### config.mk
export PLATFORM = sky130hd
export DESIGN_NAME = txsv_collect
export DESIGN_NICKNAME = d
export VERILOG_FILES = /design/src/rtl/txsv_pkg.sv /design/src/rtl/txsv_hdr_decode.sv /design/src/rtl/txsv_timer.sv /design/src/rtl/txsv_collect.sv
export SDC_FILE = /design/constraint.sdc
export NUM_CORES = 1
export LEC_CHECK = 0
export BUFFER_PORTS_ARGS = -buffer_cell sky130_fd_sc_hd__buf_2
export CAP_MARGIN = 25
export CORE_UTILIZATION = 50
export CTS_CLUSTER_DIAMETER = 100
export DETAILED_ROUTE_END_ITERATION = 10
export PLACE_DENSITY = 0.69
export RECOVER_POWER = 25
export SETUP_SLACK_MARGIN = 0.05
export SLEW_MARGIN = 20
export SYNTH_ARGS = -nofsm -noshare
export SYNTH_HDL_FRONTEND = slang
export SYNTH_SLANG_ARGS = --single-unit
### constraint.sdc
create_clock -name clk -period 2.85 [get_ports clk]
set_input_delay 0.285 -clock clk [delete_from_list [all_inputs] [get_ports clk]]
set_output_delay 0.285 -clock clk [all_outputs]
set_load 0.005 [all_outputs]
### src/rtl/txsv_pkg.sv
package txsv_pkg;
  localparam int FLAG_W = 11;

  // first member is the MSB: underrun is bit 10, done is bit 0
  typedef struct packed {
    logic underrun;
    logic max_col;
    logic late_col;
    logic exc_defer;
    logic pkt_defer;
    logic len_chk;
    logic len_oor;
    logic vlan;
    logic mcast;
    logic bcast;
    logic done;
  } txsv_flags_t;
endpackage

### src/rtl/txsv_hdr_decode.sv
module txsv_hdr_decode #(
  parameter int          CNT_W       = 16,
  parameter int          MAX_LEN     = 1500,
  parameter int          HDR_BYTES   = 14,
  parameter int          MIN_PAYLOAD = 46,
  parameter logic [15:0] VLAN_ID     = 16'h8100
) (
  input  logic       clk,
  input  logic       rst,
  input  logic       frame_new,
  input  logic       attempt_start,
  input  logic       byte_vld,
  input  logic [7:0] byte_dat,
  output logic       is_bcast,
  output logic       is_mcast,
  output logic       is_vlan,
  output logic       len_oor,
  output logic       len_bad
);
  localparam logic [CNT_W-1:0] P_DA_LAST = CNT_W'(5);
  localparam logic [CNT_W-1:0] P_HDR     = CNT_W'(HDR_BYTES);
  localparam logic [CNT_W-1:0] P_TYPE_HI = CNT_W'(HDR_BYTES - 2);
  localparam logic [CNT_W-1:0] P_TYPE_LO = CNT_W'(HDR_BYTES - 1);
  localparam logic [CNT_W-1:0] P_MINPAY  = CNT_W'(MIN_PAYLOAD);
  localparam logic [CNT_W-1:0] P_CNT_MAX = '1;
  localparam logic [15:0]      P_MAXLEN  = 16'(MAX_LEN);

  logic [CNT_W-1:0] idx;
  logic [CNT_W-1:0] data_cnt;
  logic [CNT_W-1:0] field_ext;
  logic             da_ones, da_full, first_lsb, first_seen, type_seen;
  logic [15:0]      type_f;

  always_ff @(posedge clk) begin
    if (rst || frame_new) begin
      idx        <= '0;
      da_ones    <= 1'b1;
      da_full    <= 1'b0;
      first_lsb  <= 1'b0;
      first_seen <= 1'b0;
      type_seen  <= 1'b0;
      type_f     <= '0;
    end else begin
      if (attempt_start)
        idx <= '0;
      else if (byte_vld && idx != P_CNT_MAX)
        idx <= idx + 1'b1;
      if (byte_vld && !attempt_start) begin
        if (idx == '0) begin
          first_lsb  <= byte_dat[0];
          first_seen <= 1'b1;
        end
        if (idx <= P_DA_LAST && byte_dat != 8'hFF) da_ones <= 1'b0;
        if (idx == P_DA_LAST) da_full <= 1'b1;
        if (idx == P_TYPE_HI) type_f[15:8] <= byte_dat;
        if (idx == P_TYPE_LO) begin
          type_f[7:0] <= byte_dat;
          type_seen   <= 1'b1;
        end
      end
    end
  end

  assign data_cnt  = (idx >= P_HDR) ? idx - P_HDR : '0;
  assign field_ext = CNT_W'(type_f);
  assign is_bcast  = da_ones & da_full;
  assign is_mcast  = first_seen & first_lsb & ~is_bcast;
  assign is_vlan   = type_seen && (type_f == VLAN_ID);
  assign len_oor   = type_seen && (type_f > P_MAXLEN);
  assign len_bad   = type_seen && !len_oor && (data_cnt != field_ext) &&
                     !((field_ext < P_MINPAY) && (data_cnt == P_MINPAY));

  AST_BCAST_NEEDS_SEEN: assert property (@(posedge clk) disable iff (rst)
    is_bcast |-> first_seen);
endmodule

### src/rtl/txsv_timer.sv
module txsv_timer #(
  parameter int LIM_NIB  = 6071,
  parameter int LIM_BIT  = 24287,
  parameter int WIN_BITS = 512
) (
  input  logic clk,
  input  logic rst,
  input  logic frame_new,
  input  logic speed_100,
  input  logic tick,
  input  logic defer_active,
  input  logic attempt_start,
  input  logic collision,
  output logic defer_seen,
  output logic defer_exc,
  output logic late_hit
);
  localparam int LIM_TOP = (LIM_NIB > LIM_BIT) ? LIM_NIB : LIM_BIT;
  localparam int DW      = $clog2(LIM_TOP + 1);
  localparam int PW      = $clog2(WIN_BITS + 1);

  logic [DW-1:0] dcnt, dlim;
  logic [PW-1:0] pos, win;

  assign dlim = speed_100 ? DW'(LIM_NIB) : DW'(LIM_BIT);
  assign win  = speed_100 ? PW'(WIN_BITS / 4) : PW'(WIN_BITS);

  // ticks in the current deferral period, saturating at the limit
  always_ff @(posedge clk) begin
    if (rst || frame_new || !defer_active)
      dcnt <= '0;
    else if (tick && dcnt < dlim)
      dcnt <= dcnt + 1'b1;
  end

  always_ff @(posedge clk) begin
    if (rst || frame_new) begin
      defer_seen <= 1'b0;
      defer_exc  <= 1'b0;
    end else begin
      if (defer_active && tick) defer_seen <= 1'b1;
      if (defer_active && tick && dcnt >= dlim) defer_exc <= 1'b1;
    end
  end

  // ticks since the attempt began, saturating at the window
  always_ff @(posedge clk) begin
    if (rst || attempt_start)
      pos <= '0;
    else if (tick && pos < win)
      pos <= pos + 1'b1;
  end

  assign late_hit = collision && (pos >= win);

  AST_EXC_NEEDS_SEEN: assert property (@(posedge clk) disable iff (rst)
    defer_exc |-> defer_seen);
endmodule

### src/rtl/txsv_collect.sv
module txsv_collect
  import txsv_pkg::*;
#(
  parameter int CNT_W       = 16,
  parameter int MAX_LEN     = 1500,
  parameter int HDR_BYTES   = 14,
  parameter int MIN_PAYLOAD = 46,
  parameter int DEF_LIM_NIB = 6071,
  parameter int DEF_LIM_BIT = 24287,
  parameter int WIN_BITS    = 512
) (
  input  logic              clk,
  input  logic              rst,
  input  logic              speed_100,
  input  logic              tick,
  input  logic              frame_new,
  input  logic              defer_active,
  input  logic              attempt_start,
  input  logic              tx_vld,
  input  logic [7:0]        tx_byte,
  input  logic              collision,
  input  logic              underrun,
  input  logic              frame_done,
  input  logic              frame_abort,
  output logic [FLAG_W-1:0] stat_flags,
  output logic [CNT_W-1:0]  stat_bytes
);
  logic             is_bcast, is_mcast, is_vlan, len_oor, len_bad;
  logic             defer_seen, defer_exc, late_hit;
  logic             late_acc, undr_acc, frame_end;
  logic [CNT_W-1:0] total;
  txsv_flags_t      rec, stat_r;

  txsv_hdr_decode #(
    .CNT_W(CNT_W), .MAX_LEN(MAX_LEN), .HDR_BYTES(HDR_BYTES),
    .MIN_PAYLOAD(MIN_PAYLOAD), .VLAN_ID(16'h8100)
  ) u_hdr (
    .clk(clk), .rst(rst), .frame_new(frame_new), .attempt_start(attempt_start),
    .byte_vld(tx_vld), .byte_dat(tx_byte),
    .is_bcast(is_bcast), .is_mcast(is_mcast), .is_vlan(is_vlan),
    .len_oor(len_oor), .len_bad(len_bad)
  );

  txsv_timer #(
    .LIM_NIB(DEF_LIM_NIB), .LIM_BIT(DEF_LIM_BIT), .WIN_BITS(WIN_BITS)
  ) u_tmr (
    .clk(clk), .rst(rst), .frame_new(frame_new), .speed_100(speed_100),
    .tick(tick), .defer_active(defer_active), .attempt_start(attempt_start),
    .collision(collision), .defer_seen(defer_seen), .defer_exc(defer_exc),
    .late_hit(late_hit)
  );

  // per-frame event accumulators and byte total
  always_ff @(posedge clk) begin
    if (rst || frame_new) begin
      late_acc <= 1'b0;
      undr_acc <= 1'b0;
      total    <= '0;
    end else begin
      if (late_hit) late_acc <= 1'b1;
      if (underrun) undr_acc <= 1'b1;
      if (tx_vld)   total    <= total + 1'b1;
    end
  end

  assign frame_end = frame_done | frame_abort;

  always_comb begin
    rec           = '0;
    rec.done      = frame_done & ~frame_abort;
    rec.max_col   = frame_abort;
    rec.bcast     = is_bcast;
    rec.mcast     = is_mcast;
    rec.vlan      = is_vlan;
    rec.len_oor   = len_oor;
    rec.len_chk   = len_bad & frame_done & ~frame_abort;
    rec.exc_defer = defer_exc;
    rec.pkt_defer = defer_seen & ~defer_exc;
    rec.late_col  = late_acc;
    rec.underrun  = undr_acc;
  end

  always_ff @(posedge clk) begin
    if (rst) begin
      stat_r     <= '0;
      stat_bytes <= '0;
    end else if (frame_end) begin
      stat_r     <= rec;
      stat_bytes <= total;
    end
  end

  assign stat_flags = stat_r;

  AST_STAT_HOLD: assert property (@(posedge clk) disable iff (rst)
    !frame_end |=> $stable(stat_flags) && $stable(stat_bytes));
  AST_DONE_MARK: assert property (@(posedge clk) disable iff (rst)
    (frame_done && !frame_abort) |=> stat_flags[0] && !stat_flags[9]);
  AST_ABORT_MARK: assert property (@(posedge clk) disable iff (rst)
    frame_abort |=> stat_flags[9] && !stat_flags[0] && !stat_flags[5]);
  AST_CAST_EXCL: assert property (@(posedge clk) disable iff (rst)
    !(stat_flags[1] && stat_flags[2]));
  AST_DEFER_EXCL: assert property (@(posedge clk) disable iff (rst)
    !(stat_flags[6] && stat_flags[7]));
  AST_LENCHK_CLASS: assert property (@(posedge clk) disable iff (rst)
    stat_flags[5] |-> !stat_flags[4] && !stat_flags[3]);
endmodule

==> results.py <==
metrics = {
    "run_status": {
        "outcome": "complete, no violations",
    },
    "pwr": {
        "total_leakage_power_nw": 2.22,
        "vdd_drop_max_mv": 0.421,
        "power_mw": 2.81,
        "power_density_mw_per_mm2": 456,
    },
    "critical_path": {
        "worstPathRequired_ns": 3.08,
        "r2r-start": "u_hdr.idx[1]",
        "endpoint_kind": "flip-flop",
        "reg2regPathDepth": 8,
        "r2r_end": "stat_flags[5]",
        "r2r_setup_slack_ns": 0.35,
        "crit_path_end": "stat_flags[5]",
        "setup.worst_path.start": "u_hdr.idx[1]",
        "cp_max_fo": 12,
        "path_class": "flip-flop to flip-flop",
        "worstPathArrival_ns": 2.73,
        "cp-start-kind": "flip-flop",
    },
    "routing": {
        "wirelength_um": 13000,
        "antenna_left": 0,
        "top_layer": "met4",
        "vias": 5128,
        "met2_wirelength_um": 6110,
        "viasPerCell": 5.81,
        "drtIter0Drc": 300,
        "wl_met1_um": 5830,
        "drc": 0,
        "route.detailed.wl_per_inst_um": 14.7,
        "dr_wl_met3_um": 790,
        "firstDrtPassIters": 5,
    },
    "floorplanning": {
        "boundaryPins": 47,
        "die_w_um": 108,
        "row_count": 38,
        "die_h_um": 108,
        "initial_core_util": 0.517,
        "core-area_mm2": 0.0109,
        "dieArea_mm2": 0.0117,
    },
    "sta": {
        "finalCritPeriodShare": 0.875,
        "tightest_slew_ns": 1.24,
        "slew-limit-headroom": 0.176,
        "post-route-min-period_ns": 2.50,
        "finalSetupTns_ns": 0,
        "fin_skew_ns": 0.00721,
        "fmax_ghz": 0.401,
        "hold_ws_ns": 0.134,
        "rsz0062_at_grt": "false",
        "drv_slew": 0,
        "setup_viol": 0,
        "final_hold_viol_count": 0,
    },
    "cells_and_area": {
        "fill_cells": 1051,
        "layout.nets": 776,
        "final_core_util": 0.563,
        "syn2layout_area_growth_pct": 8.89,
        "drive_above_1_share": 0.0930,
        "seqCellArea_mm2": 0.00218,
        "multiInputGateArea_mm2": 0.00324,
    },
    "placement": {
        "io_buffers": 46,
        "hpwl_um": 9430,
        "place_congestion": 0.881,
    },
    "yosys": {
        "synthDistinctLibCells": 64,
        "ys_ff_latch": 109,
        "synth_warnings": 0,
        "synthesis.instances": 719,
        "synth_edf_count": 0,
        "async_reset_ff_frac": 0,
        "synth_area_mm2": 0.00566,
        "synthAdderAreaFrac": 0.0398,
        "synth_ff_type": "dfxtp_1",
        "synth-compound-area-share": 0.158,
        "synth_xor_xnor_area_share": 0.0861,
        "seq_area_frac_synth": 0.386,
        "syn_avg_cell_area_um2": 7.87,
        "synthSimpleGateAreaFrac": 0.282,
        "syn-num-nets": 757,
        "synth_top_family_by_area": "simple AND/OR/NAND/NOR gates",
        "synth_mux_area_frac": 0.00708,
    },
    "clocking": {
        "cts_hold_buf": 0,
        "cts_setup_buffers": 0,
        "htree_levels": 3,
        "cts_tree": "done",
        "cts-root-buf": "clkbuf_16",
        "numCtsBuffers": 9,
        "max-clock-path-buffers": 2,
        "cts-resized-gates": 0,
        "numClockSinks": 109,
        "clock_latency_ns": 0.36,
        "clk_pin_slew_ns": 0.07,
    },
    "worst_hold_path": {
        "hold_class": "input port to flip-flop",
    },
    "grt": {
        "grt_max_degree": 41,
        "track_usage": 0.236,
        "antenna_found_initial": 0,
        "grt_pass1_wl_um": 21900,
        "grt_pass1_vias": 4780,
        "overflow": 0,
    },
    "job": {
        "maxCapViolations": 0,
    },
}
-- layout by cell type, fill, tap and decap left out, types with 5 or more instances in the layout --
| cell | Yosys | final |
|---|---|---|
| nor2_1 | 81 | 81 |
| and2_1 | 8 | 8 |
| clkbuf_1 | 26 | 11 |
| nand4_1 | 16 | 16 |
| or3_1 | 17 | 17 |
| a31oi_1 | 6 | 6 |
| buf_2 | 8 | 37 |
| nor4_1 | 8 | 8 |
| ha_1 | 18 | 18 |
| a211oi_1 | 5 | 5 |
| dfxtp_1 | 109 | 109 |
| and3_1 | 12 | 12 |
| clkbuf_16 | 0 | 9 |
| a21oi_1 | 72 | 72 |
| xor2_1 | 26 | 26 |
| o21ai_0 | 20 | 20 |
| o211ai_1 | 6 | 6 |
| nand3_1 | 29 | 29 |
| xnor2_1 | 27 | 27 |
| or2_2 | 5 | 5 |
| inv_1 | 15 | 15 |
| nand2_1 | 123 | 123 |
| nor3_1 | 7 | 7 |
-- cell families (layout without fill, tap and decap cells) --
group	after synthesis	in the layout
simple gates	334	334
compound gates	144	144
flops	109	109
buf+inv	56	79
xor+xnor	54	54
fa+ha+maj	18	18
mux	4	4
other cells	0	1
-- metrics by stage --
stage | setup WS [ns] | instances | area (um2)
after floorplan | 0.681 | 719 | 5660
after global placement | 0.454 | 867 | 5900
after detailed placement | 0.382 | 867 | 5900
after CTS | 0.356 | 882 | 6170
after global routing | 0.162 | 882 | 6160
final | 0.355 | 883 | 6160
-- final cells by class --
cell class	count	area share
Multi-Input combinational cell	554	0.526
Tap cell	140	0.0284
Clock inverter	5	0.00610
Antenna cell	1	0.000406
Inverter	15	0.00914
Sequential cell	109	0.354
Timing Repair Buffer	49	0.0386
Clock buffer	10	0.0372
-- worst min-delay path by stage --
stage	start	to	slack, ns	cells past startpoint
detailed placement	stat_bytes[6]	stat_bytes[6]	0.44	2
floorplan	frame_done	stat_flags[0]	0.40	1
global placement	stat_bytes[12]	stat_bytes[12]	0.44	2
global route	underrun	undr_acc	0.14	3
finish	underrun	undr_acc	0.13	3
CTS	underrun	undr_acc	0.12	3
-- worst max-delay path, cell delays in order (launching register included) --
cell and delay [ns]:
dfxtp_1 0.57, ha_1 0.36, nand2_1 0.17, xnor2_1 0.23, o31a_1 0.28, nor4_1 0.30, nand4_1 0.16, o211ai_1 0.23
a31oi_1 0.06
-- routing by layer --
layer | global-route usage | vias up
met2 | 0.390 | 170
met3 | 0.0597 | 27
met1 | 0.300 | 2392
li1 | - | 2539
met4 | 0.0782 | 0
met5 | 0 | -
-- report_power, final --
part           switching [mW]  internal [mW]
registers             0.00694           1.53
logic                  0.0776         0.0363
clock network           0.562          0.591
-- synth_stat cells (3+ instances only) --
| library cell | n | area share |
|---|---|---|
| buf_2 | 8 | 0.0071 |
| o21ai_0 | 20 | 0.018 |
| ha_1 | 18 | 0.040 |
| mux2i_1 | 4 | 0.0071 |
| a21oi_1 | 72 | 0.064 |
| nand3_1 | 29 | 0.026 |
| nor2b_1 | 4 | 0.0044 |
| nand4b_1 | 3 | 0.0046 |
| nor2_1 | 81 | 0.054 |
| clkbuf_1 | 26 | 0.017 |
| and3_1 | 12 | 0.013 |
| xor2_1 | 26 | 0.040 |
| a31oi_1 | 6 | 0.0066 |
| nand4_1 | 16 | 0.018 |
| and4_1 | 3 | 0.0046 |
| a211oi_1 | 5 | 0.0066 |
| nor4_1 | 8 | 0.0088 |
| nand2b_1 | 4 | 0.0044 |
| dfxtp_1 | 109 | 0.39 |
| nor3_1 | 7 | 0.0062 |
| and2_1 | 8 | 0.0088 |
| o41ai_1 | 3 | 0.0046 |
| o211ai_1 | 6 | 0.0080 |
| o21a_1 | 3 | 0.0040 |
| or2_2 | 5 | 0.0055 |
| or3_1 | 17 | 0.019 |
| nand2_1 | 123 | 0.082 |
| xnor2_1 | 27 | 0.042 |
| buf_1 | 5 | 0.0033 |
| inv_1 | 15 | 0.010 |
| a21o_1 | 4 | 0.0053 |
-- registers in the layout, indices dropped and copies added, names as in the netlist, 10 cells and up --
register / count
stat_bytes: 16
total: 16
u_hdr.field_ext: 16
u_hdr.idx: 16
u_tmr.dcnt: 15
stat_flags: 11
u_tmr.pos: 10
Power figures use the tool's default switching activity.
